File: src/rtl/csma_bo_pkg.sv
package csma_bo_pkg;

    typedef enum logic [2:0] {
        ST_IDLE,
        ST_XMIT,
        ST_JAM,
        ST_BACKOFF,
        ST_GAP
    } bo_state_e;

    typedef struct packed {
        logic late;
        logic fail;
    } tx_flags_t;

    function automatic int unsigned exp_width(input int unsigned n, input int unsigned cap);
        return (n < cap) ? n : cap;
    endfunction

    function automatic logic [31:0] low_mask(input int unsigned k);
        return (32'd1 << k) - 32'd1;
    endfunction

endpackage

File: src/rtl/bo_lfsr.sv
module bo_lfsr #(
    parameter int          W    = 16,
    parameter logic [W-1:0] TAPS = 16'hD008,
    parameter logic [W-1:0] SEED = 16'hACE1
) (
    input  logic         clk,
    input  logic         rst,
    output logic [W-1:0] value
);
    logic [W-1:0] sr;
    logic         fb;

    assign fb    = ^(sr & TAPS);
    assign value = sr;

    always_ff @(posedge clk) begin
        if (rst) sr <= SEED;
        else     sr <= {sr[W-2:0], fb};
    end

    AST_LFSR_ALIVE: assert property (@(posedge clk) disable iff (rst) sr != '0);

endmodule

File: src/rtl/bo_tick_timer.sv
module bo_tick_timer #(
    parameter int W = 20
) (
    input  logic         clk,
    input  logic         rst,
    input  logic         load,
    input  logic [W-1:0] load_val,
    input  logic         tick,
    input  logic         hold,
    output logic         expired
);
    logic [W-1:0] cnt;

    assign expired = (cnt == '0);

    always_ff @(posedge clk) begin
        if (rst)                          cnt <= '0;
        else if (load)                    cnt <= load_val;
        else if (tick && !hold && !expired) cnt <= cnt - 1'b1;
    end

    AST_HOLD_FREEZES: assert property (@(posedge clk) disable iff (rst)
        (hold && !load) |=> $stable(cnt));

endmodule

File: src/rtl/csma_backoff_ctrl.sv
module csma_backoff_ctrl
    import csma_bo_pkg::*;
#(
    parameter int SLOT_BITS     = 512,
    parameter int JAM_BITS      = 32,
    parameter int GAP_BITS      = 96,
    parameter int ATTEMPT_LIMIT = 16,
    parameter int BACKOFF_CAP   = 10,
    parameter int LFSR_W        = 16
) (
    input  logic clk,
    input  logic rst,
    input  logic bit_tick,
    input  logic tx_start,
    input  logic tx_done,
    input  logic col_det,
    input  logic crs,
    input  logic freeze_mode,
    input  logic irq_mask,
    output logic tx_req,
    output logic jam_en,
    output logic retry_go,
    output logic fifo_flush,
    output logic late_col,
    output logic retry_fail,
    output logic irq
);
    localparam int BC_W  = $clog2(SLOT_BITS + 1);
    localparam int JC_W  = (JAM_BITS > 1) ? $clog2(JAM_BITS) : 1;
    localparam int AC_W  = $clog2(ATTEMPT_LIMIT + 1);
    localparam int TMR_W = $clog2(((2 ** BACKOFF_CAP) - 1) * SLOT_BITS + GAP_BITS + 1);

    bo_state_e      state, state_nx;
    logic [BC_W-1:0] bit_cnt;
    logic [JC_W-1:0] jam_cnt;
    logic [AC_W-1:0] att_cnt, att_next;
    logic            late_hit;
    tx_flags_t       flags;
    logic            flush_q;

    logic              tmr_load, tmr_expired, hold;
    logic [TMR_W-1:0]  tmr_val;
    logic [LFSR_W-1:0] rnd;
    logic [BACKOFF_CAP-1:0] r_draw;
    logic              jam_last, abandon;

    bo_lfsr #(.W(LFSR_W)) u_lfsr (
        .clk(clk), .rst(rst), .value(rnd)
    );

    bo_tick_timer #(.W(TMR_W)) u_timer (
        .clk(clk), .rst(rst), .load(tmr_load), .load_val(tmr_val),
        .tick(bit_tick), .hold(hold), .expired(tmr_expired)
    );

    assign hold     = freeze_mode & crs;
    assign att_next = att_cnt + 1'b1;
    assign r_draw   = rnd[BACKOFF_CAP-1:0]
                    & BACKOFF_CAP'(low_mask(exp_width(int'(att_next), BACKOFF_CAP)));
    assign jam_last = (state == ST_JAM) && bit_tick && (jam_cnt == JC_W'(JAM_BITS - 1));
    assign abandon  = jam_last && (late_hit || (int'(att_next) >= ATTEMPT_LIMIT));

    always_comb begin
        state_nx = state;
        tmr_load = 1'b0;
        tmr_val  = '0;
        retry_go = 1'b0;
        unique case (state)
            ST_IDLE:    if (tx_start) state_nx = ST_XMIT;
            ST_XMIT: begin
                if (col_det)      state_nx = ST_JAM;
                else if (tx_done) state_nx = ST_IDLE;
            end
            ST_JAM: begin
                if (abandon) begin
                    state_nx = ST_IDLE;
                end else if (jam_last) begin
                    state_nx = ST_BACKOFF;
                    tmr_load = 1'b1;
                    tmr_val  = TMR_W'(r_draw) * TMR_W'(SLOT_BITS);
                end
            end
            ST_BACKOFF: begin
                if (tmr_expired && !hold) begin
                    state_nx = ST_GAP;
                    tmr_load = 1'b1;
                    tmr_val  = TMR_W'(GAP_BITS);
                end
            end
            ST_GAP: begin
                if (tmr_expired && !hold) begin
                    state_nx = ST_XMIT;
                    retry_go = 1'b1;
                end
            end
            default:    state_nx = ST_IDLE;
        endcase
    end

    always_ff @(posedge clk) begin
        if (rst) begin
            state    <= ST_IDLE;
            bit_cnt  <= '0;
            jam_cnt  <= '0;
            att_cnt  <= '0;
            late_hit <= 1'b0;
            flags    <= '0;
            flush_q  <= 1'b0;
        end else begin
            state   <= state_nx;
            flush_q <= abandon;
            unique case (state)
                ST_IDLE: begin
                    if (tx_start) begin
                        flags   <= '0;
                        att_cnt <= '0;
                        bit_cnt <= '0;
                    end
                end
                ST_XMIT: begin
                    if (col_det) begin
                        late_hit <= (bit_cnt >= BC_W'(SLOT_BITS));
                        jam_cnt  <= '0;
                    end else if (tx_done) begin
                        att_cnt <= '0;
                    end
                    if (bit_tick && bit_cnt < BC_W'(SLOT_BITS))
                        bit_cnt <= bit_cnt + 1'b1;
                end
                ST_JAM: begin
                    if (bit_tick) jam_cnt <= jam_cnt + 1'b1;
                    if (jam_last) begin
                        if (late_hit)        flags.late <= 1'b1;
                        else if (abandon)    flags.fail <= 1'b1;
                        else                 att_cnt    <= att_next;
                    end
                end
                ST_GAP: if (retry_go) bit_cnt <= '0;
                default: ;
            endcase
        end
    end

    assign tx_req     = (state != ST_IDLE);
    assign jam_en     = (state == ST_JAM);
    assign fifo_flush = flush_q;
    assign late_col   = flags.late;
    assign retry_fail = flags.fail;
    assign irq        = (flags.late | flags.fail) & ~irq_mask;

    AST_JAM_FOLLOWS_COL: assert property (@(posedge clk) disable iff (rst)
        $rose(jam_en) |-> $past(col_det));
    AST_FLUSH_ONE_SHOT: assert property (@(posedge clk) disable iff (rst)
        fifo_flush |=> !fifo_flush);
    AST_FLUSH_DROPS_REQ: assert property (@(posedge clk) disable iff (rst)
        fifo_flush |-> (!tx_req && (late_col || retry_fail)));
    AST_ATTEMPT_BOUND: assert property (@(posedge clk) disable iff (rst)
        int'(att_cnt) < ATTEMPT_LIMIT);
    AST_LATE_NO_RETRY: assert property (@(posedge clk) disable iff (rst)
        (jam_en && late_hit) |=> !retry_go);

endmodule

File: config.mk
export PLATFORM = sky130hd
export DESIGN_NAME = csma_backoff_ctrl
export DESIGN_NICKNAME = d
export VERILOG_FILES = /design/src/rtl/csma_bo_pkg.sv /design/src/rtl/bo_lfsr.sv /design/src/rtl/bo_tick_timer.sv /design/src/rtl/csma_backoff_ctrl.sv
export SDC_FILE = /design/constraint.sdc
export NUM_CORES = 1
export LEC_CHECK = 0
export BUFFER_PORTS_ARGS = -buffer_cell sky130_fd_sc_hd__buf_2
export CAP_MARGIN = 30
export CORE_MARGIN = 1
export CORE_UTILIZATION = 35
export CTS_CLUSTER_DIAMETER = 50
export DETAILED_ROUTE_END_ITERATION = 10
export HOLD_SLACK_MARGIN = 0.12
export MAX_ROUTING_LAYER = met4
export PLACE_DENSITY = 0.46
export SLEW_MARGIN = 5
export SYNTH_ARGS = -nofsm -noshare
export SYNTH_HDL_FRONTEND = slang
export SYNTH_SLANG_ARGS = --single-unit
File: constraint.sdc
create_clock -name clk -period 7 [get_ports clk]
set_input_delay 1.4 -clock clk [delete_from_list [all_inputs] [get_ports clk]]
set_output_delay 1.4 -clock clk [all_outputs]
set_load 0.005 [all_outputs]
## Word level (Yosys, flattened, before mapping)

Cells that the tools add are included.

| operators by class | value |
|---|---|
| $lt $le $gt $ge | 4 |
| reduce and logical (&&, ||, !) cells | 26 |
| muxes and demuxes | 40 |
| shift operators | 1 |
| $add $sub $neg | 5 |
| equality and inequality tests | 21 |
| bitwise operators | 5 |

Operator list:

| operator | number |
|---|---|
| 2-to-1 mux 19 bit | 4 |
| 2-to-1 mux 5 bit | 9 |
| case mux 19 bit (2 select lines) | 1 |
| 2-to-1 mux 10 bit | 3 |
| case mux 10 bit (3 select lines) | 1 |
| != test 2 bit, second input constant | 11 |
| 2-to-1 mux 3 bit | 7 |
| zero test 19 bit | 1 |
| subtractor 19 x 1 -> 19 bit, second input constant | 1 |
| XOR reduction 16 bit | 1 |
| case mux 3 bit (5 select lines) | 1 |
| case mux 5 bit (3 select lines) | 1 |
| adder 10 x 1 -> 10 bit, second input constant | 1 |
| adder 5 x 1 -> 5 bit, second input constant | 2 |
| bitwise AND 10 bit | 1 |
| >= comparator 10 bit, second input constant | 1 |
| less-than comparator 10 bit, second input constant | 1 |
| case mux 5 bit (2 select lines) | 1 |
| AND reduction 5 bit | 2 |
| left shift 1 x 5 -> 10 bit, first input constant | 1 |
| subtractor 10 x 1 -> 10 bit, second input constant | 1 |
| nonzero test 3 bit | 3 |
| AND reduction 4 bit | 2 |
| logical AND 1 bit | 7 |
| 24 further kinds | 38 |

| word-level totals | value |
|---|---|
| logic and storage cells | 112 |
| output and inout port bits | 7 |
| bits in registers | 62 |
| input port bits | 9 |

## Logic depth before layout (Yosys ltp)

Gate-level depths: netlist (run 1).

| logic depth | value |
|---|---|
| depth in word-level cells | 10 |
| gate-level depth with buffers | 12 |
| mapped depth without buffers | 10 |

## Cells and area by module

Synthesis (run 1) repeated with hierarchy kept, for this count alone.

| second synthesis, totals | value |
|---|---|
| cell total of the unflattened synthesis | 424 |
| area total of the unflattened synthesis | 3479.6 um^2 |

Modules (own cells, without submodules):

| module | cells an instance | instances | seq. area each (um^2) | area each (um^2) |
|---|---|---|---|---|
| csma_backoff_ctrl | 233 | 1 | 540.5 | 1773.0 |
| bo_tick_timer | 155 | 1 | 380.4 | 1248.7 |
| bo_lfsr | 36 | 1 | 320.3 | 457.9 |

## Least setup slack after synthesis (run 1)

No wires, ideal clock.

| path | value |
|---|---|
| kind | input to output |
| start point | input port freeze_mode |
| end point | output port retry_go |
| required time | 5.600 ns |
| data arrival time | 1.926 ns |
| stages on the path | 3 |
| slack | 3.674 ns |
| buffers on the path | 0 |
| cell sequence | nand2_1 > nand4_1 > nor4_1 |

| on the way | value |
|---|---|
| cells in the longest elaborated chain, start to end | 5 |

Ends and longest elaborated chain:

| what | line | source |
|---|---|---|
| start, declared | csma_backoff_ctrl.sv:18 | `input logic freeze_mode,` |
| bitwise AND 1 bit | csma_backoff_ctrl.sv:56 | `assign hold = freeze_mode & crs;` |
| zero test 1 bit | csma_backoff_ctrl.sv:91 | `if (tmr_expired && !hold) begin` |
| logical AND 1 bit | csma_backoff_ctrl.sv:91 |  |
| 2-to-1 mux 1 bit | csma_backoff_ctrl.sv:91 |  |
| 2-to-1 mux 1 bit | csma_backoff_ctrl.sv:68 | `unique case (state)` |
| end, declared | csma_backoff_ctrl.sv:22 | `output logic retry_go,` |

No other way between the ends.

## Worst setup path after layout (run 1)

| path | value |
|---|---|
| start point | register u_timer.cnt[10] |
| end point | output port retry_go |

| on the way | value |
|---|---|
| cells in the longest elaborated chain, start to end | 4 |

Ends and longest elaborated chain:

| what | line | source |
|---|---|---|
| start, declared | bo_tick_timer.sv:12 | `logic [W-1:0] cnt;` |
| start signal, assigned | bo_tick_timer.sv:18 | `else if (load) cnt <= load_val;` |
| start signal, assigned | bo_tick_timer.sv:19 | `else if (tick && !hold && !expired) cnt <= cnt - 1'b1;` |
| zero test 19 bit | bo_tick_timer.sv:14 | `assign expired = (cnt == '0);` |
| logical AND 1 bit | csma_backoff_ctrl.sv:91 |  |
| 2-to-1 mux 1 bit | csma_backoff_ctrl.sv:91 |  |
| 2-to-1 mux 1 bit | csma_backoff_ctrl.sv:68 |  |

No other way between the ends.

==> impl_results.md, run 1 <==
- Post-route fraction of the period consumed by the critical path: 55.1%
- Count of TritonRoute iterations in the first routing pass: 7
- Initial DRC count: 88
- Path type of the worst min-delay path: flop to flop
- Clock tree from TritonCTS: yes
- Syn Area/Cell: 8.23 um^2
- Cell-by-cell listing of the critical path: or4_4 -> or4_1 -> nor4_1 -> buf_2
- Crit path max fanout: 11
- First-pass GRT wire length: 13.0 mm
- Largest net degree at the start of global routing: 54
- Power per cell area: 367 nW/um^2
- Core Region: 8810 um^2
- Fmax: 0.259 GHz
- Sum of routed wire length over all layers: 7.48 mm
- Critical path's slowest cell: or4_1
- Post-CTS Setup Repair Bufs: 0
- Post-synth cell types: 55
- Buffer depth of the longest clock path: 2
- Vias in the first global route: 2623
- Post-synth EDFFs: 0
- Area growth from synthesis to final layout: 10.3%
- GR Overflow Total: 0
- Syn Nets: 406
- Final-stage net count: 411
- Sum of net half-perimeters after detailed placement: 5.11 mm
- Unrepaired setup endpoints after global routing: no
- Share of the synthesized area in the top cell type: 38.7%
- DR vias: 2701
- Layout Skew: 0.0139 ns
- Yosys synthesis warning count: 0
- Horizontal die dimension: 97.7 um
- Setup TNS after final layout: 0 ns
- Number of instances resized during post-cts repair: 0
- Synth Instances: 390
- Required time at the endpoint of the critical path: 5.60 ns
- Vias/cell: 5.32
- Wire length per cell: 14.7 um
- CP Launch Type: flop
- Number of flip-flops and latches in the synthesized netlist: 62
- Initial antenna violation count: 0
- Hold Violations, Final: 0
- Nature of the critical path endpoint: output pin
- Violations in the final reports: DRC
- Max-cap check violation count: 0
- # hold bufs at CTS: 0
- Top cell type by total area after synthesis: dfxtp_1
- Transition time at the pin with the least slew margin: 0.953 ns
- CTS H-tree depth: 3
- Clock-pin transition on the worst setup and hold timing paths: 0.09 ns
- Row cnt: 34
- Initial core utilization: 36.4%
- Number of port buffers: 15
- Root Driver: clkbuf_8
- Data arrival time at the worst-slack endpoint: 2.46 ns
- Maximum VDD drop: 0.103 mV
- Clock latency of the later-clocked register in the worst-skew pair: 0.35 ns
- Height of the chip: 97.7 um
- Remaining routing DRC violations: 3
- Number of slew-limit violations in the final report: 0
- Total clock buffers created by CTS: 9
- Proportion of layout cells with a drive suffix above 1: 12.8%
- Global-route usage over all layers: 17.4%
- Worst slack on hold paths: 0.409 ns
- Antenna Diode Count: 0
- Routability congestion estimate: 0.787
- Die Outline Area: 9550 um^2
- Async set-reset flop share out of synthesis: 0%
- Total standard cell area after synthesis: 3210 um^2
- Kind of critical path: flop to output pin
- Relative slew slack: 35.6%
- Residual antenna-violating net count after detailed routing: 0
- Top Ports: 16
- Static power due to leakage: 1.32 nW
- Status: finished with violations
- Clock sink total: 62
- Number of setup violations in the final report: 0
- Min Tclk post-route: 3.86 ns
- Sequential-to-total area share from yosys stat: 38.7%
- Top FF cell, synth: dfxtp_1
- Delay of the slowest cell on the worst path: 0.70 ns
- Largest cells by area after synthesis: dfxtp_1, nor2_1, xnor2_1, a21oi_1, xor2_1
[kinds of logic after synthesis]
| kind of cell | synth area share [%] |
|---|---|
| adder cells (fa/ha/maj) | 2.73 |
| flip-flops | 38.7 |
| AND/OR/NAND/NOR | 29.6 |
| XOR/XNOR | 7.37 |
| buffers and inverters | 4.25 |
| AO/OA/AOI/OAI | 16.7 |
| multiplexers | 0.624 |
[critical path: cells and delay by family, from the launching register on]
family / cells / cell delay, ns
buffers and inverters: 1 / 0.16
flip-flops: 1 / 0.36
AND/OR/NAND/NOR: 3 / 1.60
[state kept, by name, summed over array words and instances (netlist names)]
register	count
retry_fail	1
u_lfsr.value	16
state	3
late_hit	1
jam_cnt	5
att_cnt	5
u_timer.cnt	19
late_col	1
bit_cnt	10
fifo_flush	1
[final cells by class]
type	instances	area (um^2)
Inverter	10	37.5
Timing Repair Buffer	17	90.1
Multi-Input combinational cell	295	1830
Clock buffer	9	124
Sequential cell	62	1240
Fill cell	906	5270
Tap cell	108	135
Clock inverter	7	81.3
[Yosys cell counts (2+ instances only)]
| library cell | count |
|---|---|
| a211oi_1 | 5 |
| a21o_1 | 2 |
| a21oi_1 | 20 |
| a22oi_1 | 3 |
| a311oi_1 | 3 |
| a31oi_1 | 9 |
| a32oi_1 | 2 |
| and3_1 | 5 |
| clkbuf_1 | 19 |
| dfxtp_1 | 62 |
| ha_1 | 7 |
| inv_1 | 10 |
| mux2i_1 | 2 |
| nand2_1 | 21 |
| nand2b_1 | 12 |
| nand3_1 | 13 |
| nand3b_1 | 4 |
| nand4_1 | 8 |
| nor2_1 | 47 |
| nor2b_1 | 11 |
| nor3_1 | 12 |
| nor3b_1 | 2 |
| nor4_1 | 8 |
| o2111ai_1 | 2 |
| o21a_1 | 3 |
| o21ai_0 | 18 |
| o21bai_1 | 2 |
| o22ai_1 | 4 |
| o41ai_1 | 2 |
| or2_2 | 8 |
| or3_1 | 8 |
| or4_1 | 6 |
| or4_4 | 2 |
| or4b_2 | 2 |
| xnor2_1 | 16 |
| xor2_1 | 11 |
[path summary, 6_finish.rpt]
| kind | startpoint | endpoint | slack, ns | cells past startpoint |
|---|---|---|---|---|
| worst max-delay path | u_timer.cnt[10]$_SDFFE_PP0P_ | retry_go | 3.14 | 4 |
| worst min-delay path | u_lfsr.value[10]$_SDFF_PP1_ | u_lfsr.value[11]$_SDFF_PP1_ | 0.41 | 1 |
| worst max register to register | att_cnt[0]$_SDFFE_PP0P_ | u_timer.cnt[17]$_SDFFE_PP0P_ | 3.87 | 10 |
| worst min register to register | u_lfsr.value[10]$_SDFF_PP1_ | u_lfsr.value[11]$_SDFF_PP1_ | 0.41 | 1 |
[power breakdown]
part / total [mW] / internal (mW) / switching, mW
Sequential: 0.463 / 0.405 / 0.0581
Clock: 0.333 / 0.169 / 0.164
Combinational: 0.502 / 0.199 / 0.303
[stage by stage]
step                total power [mW]  instances  util, %  instance area [um^2]  worst slack (ns)
finish                          1.30        508     40.2                  3540              3.14
global route                    1.40        508     40.2                  3540              2.97
CTS                             1.31        508     40.2                  3540              3.13
detailed placement             0.970        492     37.9                  3330              3.05
global placement               0.973        492     37.9                  3330              3.12
floorplan                      0.865        390        -                  3210              3.67
[layout by cell type (no fill, tap or decap), types with 3 or more instances in the layout]
cell      count
o22ai_1       4
nor2b_1      11
ha_1          7
a31oi_1       9
or4_1         6
o21ai_0      18
buf_2        15
nand2b_1     12
a22oi_1       3
nand4_1       8
a211oi_1      5
dfxtp_1      62
nor2_1       47
o21a_1        3
and3_1        5
nor3_1       12
nand3b_1      4
xor2_1       11
inv_6         3
a21oi_1      20
a311oi_1      3
inv_1        10
nor4_1        8
nand2_1      21
xnor2_1      16
clkbuf_8      9
nand3_1      13
or2_2         8
or3_1         8
[per-layer routing]
layer | vias to the layer above | track usage (%) | routed length (um)
li1 | 1404 | - | -
met4 | 0 | 7.69 | 116
met3 | 10 | 2.86 | 213
met1 | 1251 | 24.2 | 3990
met2 | 36 | 24.6 | 3170
met5 | - | - | 0
Note: power is estimated with default switching activity, not from simulation.
==> inputs of run 2 (changes only) <==
--- a/config.mk
+++ b/config.mk
@@ -13,7 +13,7 @@
 export DETAILED_ROUTE_END_ITERATION = 10
 export HOLD_SLACK_MARGIN = 0.12
 export MAX_ROUTING_LAYER = met4
-export PLACE_DENSITY = 0.46
+export PLACE_DENSITY = 0.48
 export SLEW_MARGIN = 5
 export SYNTH_ARGS = -nofsm -noshare
 export SYNTH_HDL_FRONTEND = slang
==> constraint.sdc (replaced) <==
create_clock -name clk -period 3.4 [get_ports clk]
set_input_delay 0.68 -clock clk [delete_from_list [all_inputs] [get_ports clk]]
set_output_delay 0.68 -clock clk [all_outputs]
set_load 0.005 [all_outputs]
==> run 2 against run 1 <==
The run still ends with DRC left. Register-to-register slack lost 3.5 ns. Sequential share of layout area down 0.31 points. Cell count up 0.98%. Largest power group unchanged. Highest routed layer unchanged.
==> impl_results.md, run 2 (synthesis results as in run 1) <==
- Status: finished with violations
- Violations in the final reports: DRC
- DR vias: 2754
- Internal power summed over all cells: 1.61 mW
- Clock latency of the later-clocked register in the worst-skew pair: 0.35 ns
- Worst slack on hold paths: 0.421 ns
- Commonest non-fill, non-tap cells in the layout: dfxtp_1, nor2_1, nand2_1
- CP Launch Type: flop
- Post-route fraction of the period consumed by the critical path: 93.3%
- Crit path capture: retry_go
- Sum of routed wire length over all layers: 7.64 mm
- CTS H-tree depth: 3
- Clock tree from TritonCTS: yes
- Routability congestion estimate: 0.920
- Most common cell after layout, fill and taps aside: dfxtp_1
- Number of slew-limit violations in the final report: 0
- Cell count along the critical path: 4
- Relative contribution of sequential cells to total power: 36.0%
- Max FFs per register: 19
- Die Outline Area: 9550 um^2
- Residual antenna-violating net count after detailed routing: 0
- Required time at the endpoint of the critical path: 2.72 ns
- Total clock buffers created by CTS: 9
- Setup TNS after final layout: 0 ns
- Min Tclk post-route: 3.17 ns
- Fmax: 0.315 GHz
- Relative slew slack: 59.5%
- Reg2Reg Launch Point: att_cnt[0]$_SDFFE_PP0P_
- Register-to-register setup slack: 0.40 ns
- Met3 routing resource usage after global routing: 4.51%
- Core Region: 8810 um^2
- Remaining routing DRC violations: 4
- Proportion of layout cells with a drive suffix above 1: 13.8%
- Root Driver: clkbuf_8
- Path type of the worst min-delay path: flop to flop
- Switching part of the total power: 39.7%
- Sum of net half-perimeters after detailed placement: 5.44 mm
- First-pass GRT wire length: 13.3 mm
- Total non-filler cell area in the finished layout: 3570 um^2
- Transition time at the pin with the least slew margin: 0.607 ns
- CP delay by family, top: simple AND/OR/NAND/NOR gates
- Initial core utilization: 36.4%
- Area growth from synthesis to final layout: 11.3%
- Number of buffer and inverter stages on the critical path: 1
- Critical Path Start: u_timer.cnt[10]$_SDFFE_PP0P_
- Initial DRC count: 102
- GRT Max-Usage Layer: met2
- Combinational Power Share: 39.4%
- Crit path max fanout: 11
- Cell-by-cell listing of the critical path: or4_4 -> or4_1 -> nor4_1 -> buf_2
- Static power due to leakage: 1.34 nW
- Maximum VDD drop: 0.245 mV
- Largest net degree at the start of global routing: 31
- Met2 usage in global routing: 27.2%
- Power dissipated by switching net loads: 1.05 mW
- Horizontal die dimension: 97.7 um
- GR met1 Demand/Resource: 22.8%
- Clk network pwr share: 24.6%
- Unrepaired setup endpoints after global routing: no
- Delay of the slowest cell on the worst path: 0.67 ns
- DP Area: 3370 um^2
- Clock sink total: 62
- Hold Violations, Final: 0
- Wire length per cell: 14.9 um
- # hold bufs at CTS: 0
- Nature of the critical path endpoint: output pin
- Data arrival time at the worst-slack endpoint: 2.49 ns
- Max-cap check violation count: 0
- Count of TritonRoute iterations in the first routing pass: 7
- Clock-pin transition on the worst setup and hold timing paths: 0.08 ns
- Post-CTS Setup Repair Bufs: 0
- Largest register by flop count: u_timer.cnt
- Layout Skew: 0.00794 ns
- Buffer depth of the longest clock path: 2
- Number of instances resized during post-cts repair: 0
- GR Overflow Total: 0
- Kind of critical path: flop to output pin
- Top Ports: 16
- Number of setup violations in the final report: 0
- Height of the chip: 97.7 um
- Global-route usage over all layers: 18.0%
- Antenna Diode Count: 0
- Critical path's slowest cell: or4_1
- Final-stage net count: 416
- Initial antenna violation count: 0
- Power per cell area: 745 nW/um^2
- Vias in the first global route: 2747
- Length in cells of the worst reg-to-reg path: 10
- Number of port buffers: 15
- Row cnt: 34
- Capture instance of the worst register-to-register path: u_timer.cnt[17]$_SDFFE_PP0P_
- Vias/cell: 5.37
run 2: cell types whose count changed in the layout (fill, tap and decap cells not counted), sizes merged:
cell	previous run	this run
buf	17	22
inv	13	10
clkinvlp	1	3
clkinv	2	3
run 2: layout make-up:
class	instances	area, um^2
Clock inverter	7	75.1
Timing Repair Buffer	22	128
Tap cell	108	135
Multi-Input combinational cell	295	1830
Inverter	10	37.5
Sequential cell	62	1240
Clock buffer	9	124
Fill cell	915	5240
run 2: power by group through the flow:
stage / Combinational (mW) / Sequential (mW) / Clock, mW
after global placement: 1.04 / 0.971 / 0
after floorplan: 0.857 / 0.924 / 0
after detailed placement: 1.05 / 0.974 / 0
after global routing: 1.20 / 0.977 / 0.718
final: 1.05 / 0.958 / 0.655
after CTS: 1.05 / 0.957 / 0.681
run 2: worst register-to-register path, delay by kind of cell, from the launching register on:
kind	cells	cell delay, ns
simple gates	4	0.91
compound gates	4	0.75
fa+ha+maj	2	0.72
flops	1	0.56
run 2: stage by stage:
step	total power [mW]	std cells	util [%]	worst slack [ns]
after floorplan	1.78	390	-	0.721
after global placement	2.01	497	38.3	0.522
after detailed placement	2.02	497	38.3	0.473
after CTS	2.69	513	40.6	0.219
after global routing	2.89	513	40.6	0.0847
final	2.66	513	40.6	0.229
run 2: routing by layer:
layer	wire, um	part of all wire (%)
met1	3840	50
met2	3410	45
met3	262	3.4
met4	127	1.7
met5	0	0
run 2: how the worst min path moves through the flow:
stage          cells after the start                     endpoint  slack (ns)                         from
2_1_floorplan                      1  u_lfsr.value[11]$_SDFF_PP1_        0.39  u_lfsr.value[10]$_SDFF_PP1_
3_5_place_dp                       1  u_lfsr.value[11]$_SDFF_PP1_        0.40  u_lfsr.value[10]$_SDFF_PP1_
6_report                           1  u_lfsr.value[11]$_SDFF_PP1_        0.42  u_lfsr.value[10]$_SDFF_PP1_
3_3_place_gp                       1  u_lfsr.value[11]$_SDFF_PP1_        0.41  u_lfsr.value[10]$_SDFF_PP1_
5_1_grt                            1  u_lfsr.value[11]$_SDFF_PP1_        0.45  u_lfsr.value[10]$_SDFF_PP1_
4_1_cts                            1  u_lfsr.value[11]$_SDFF_PP1_        0.43  u_lfsr.value[10]$_SDFF_PP1_
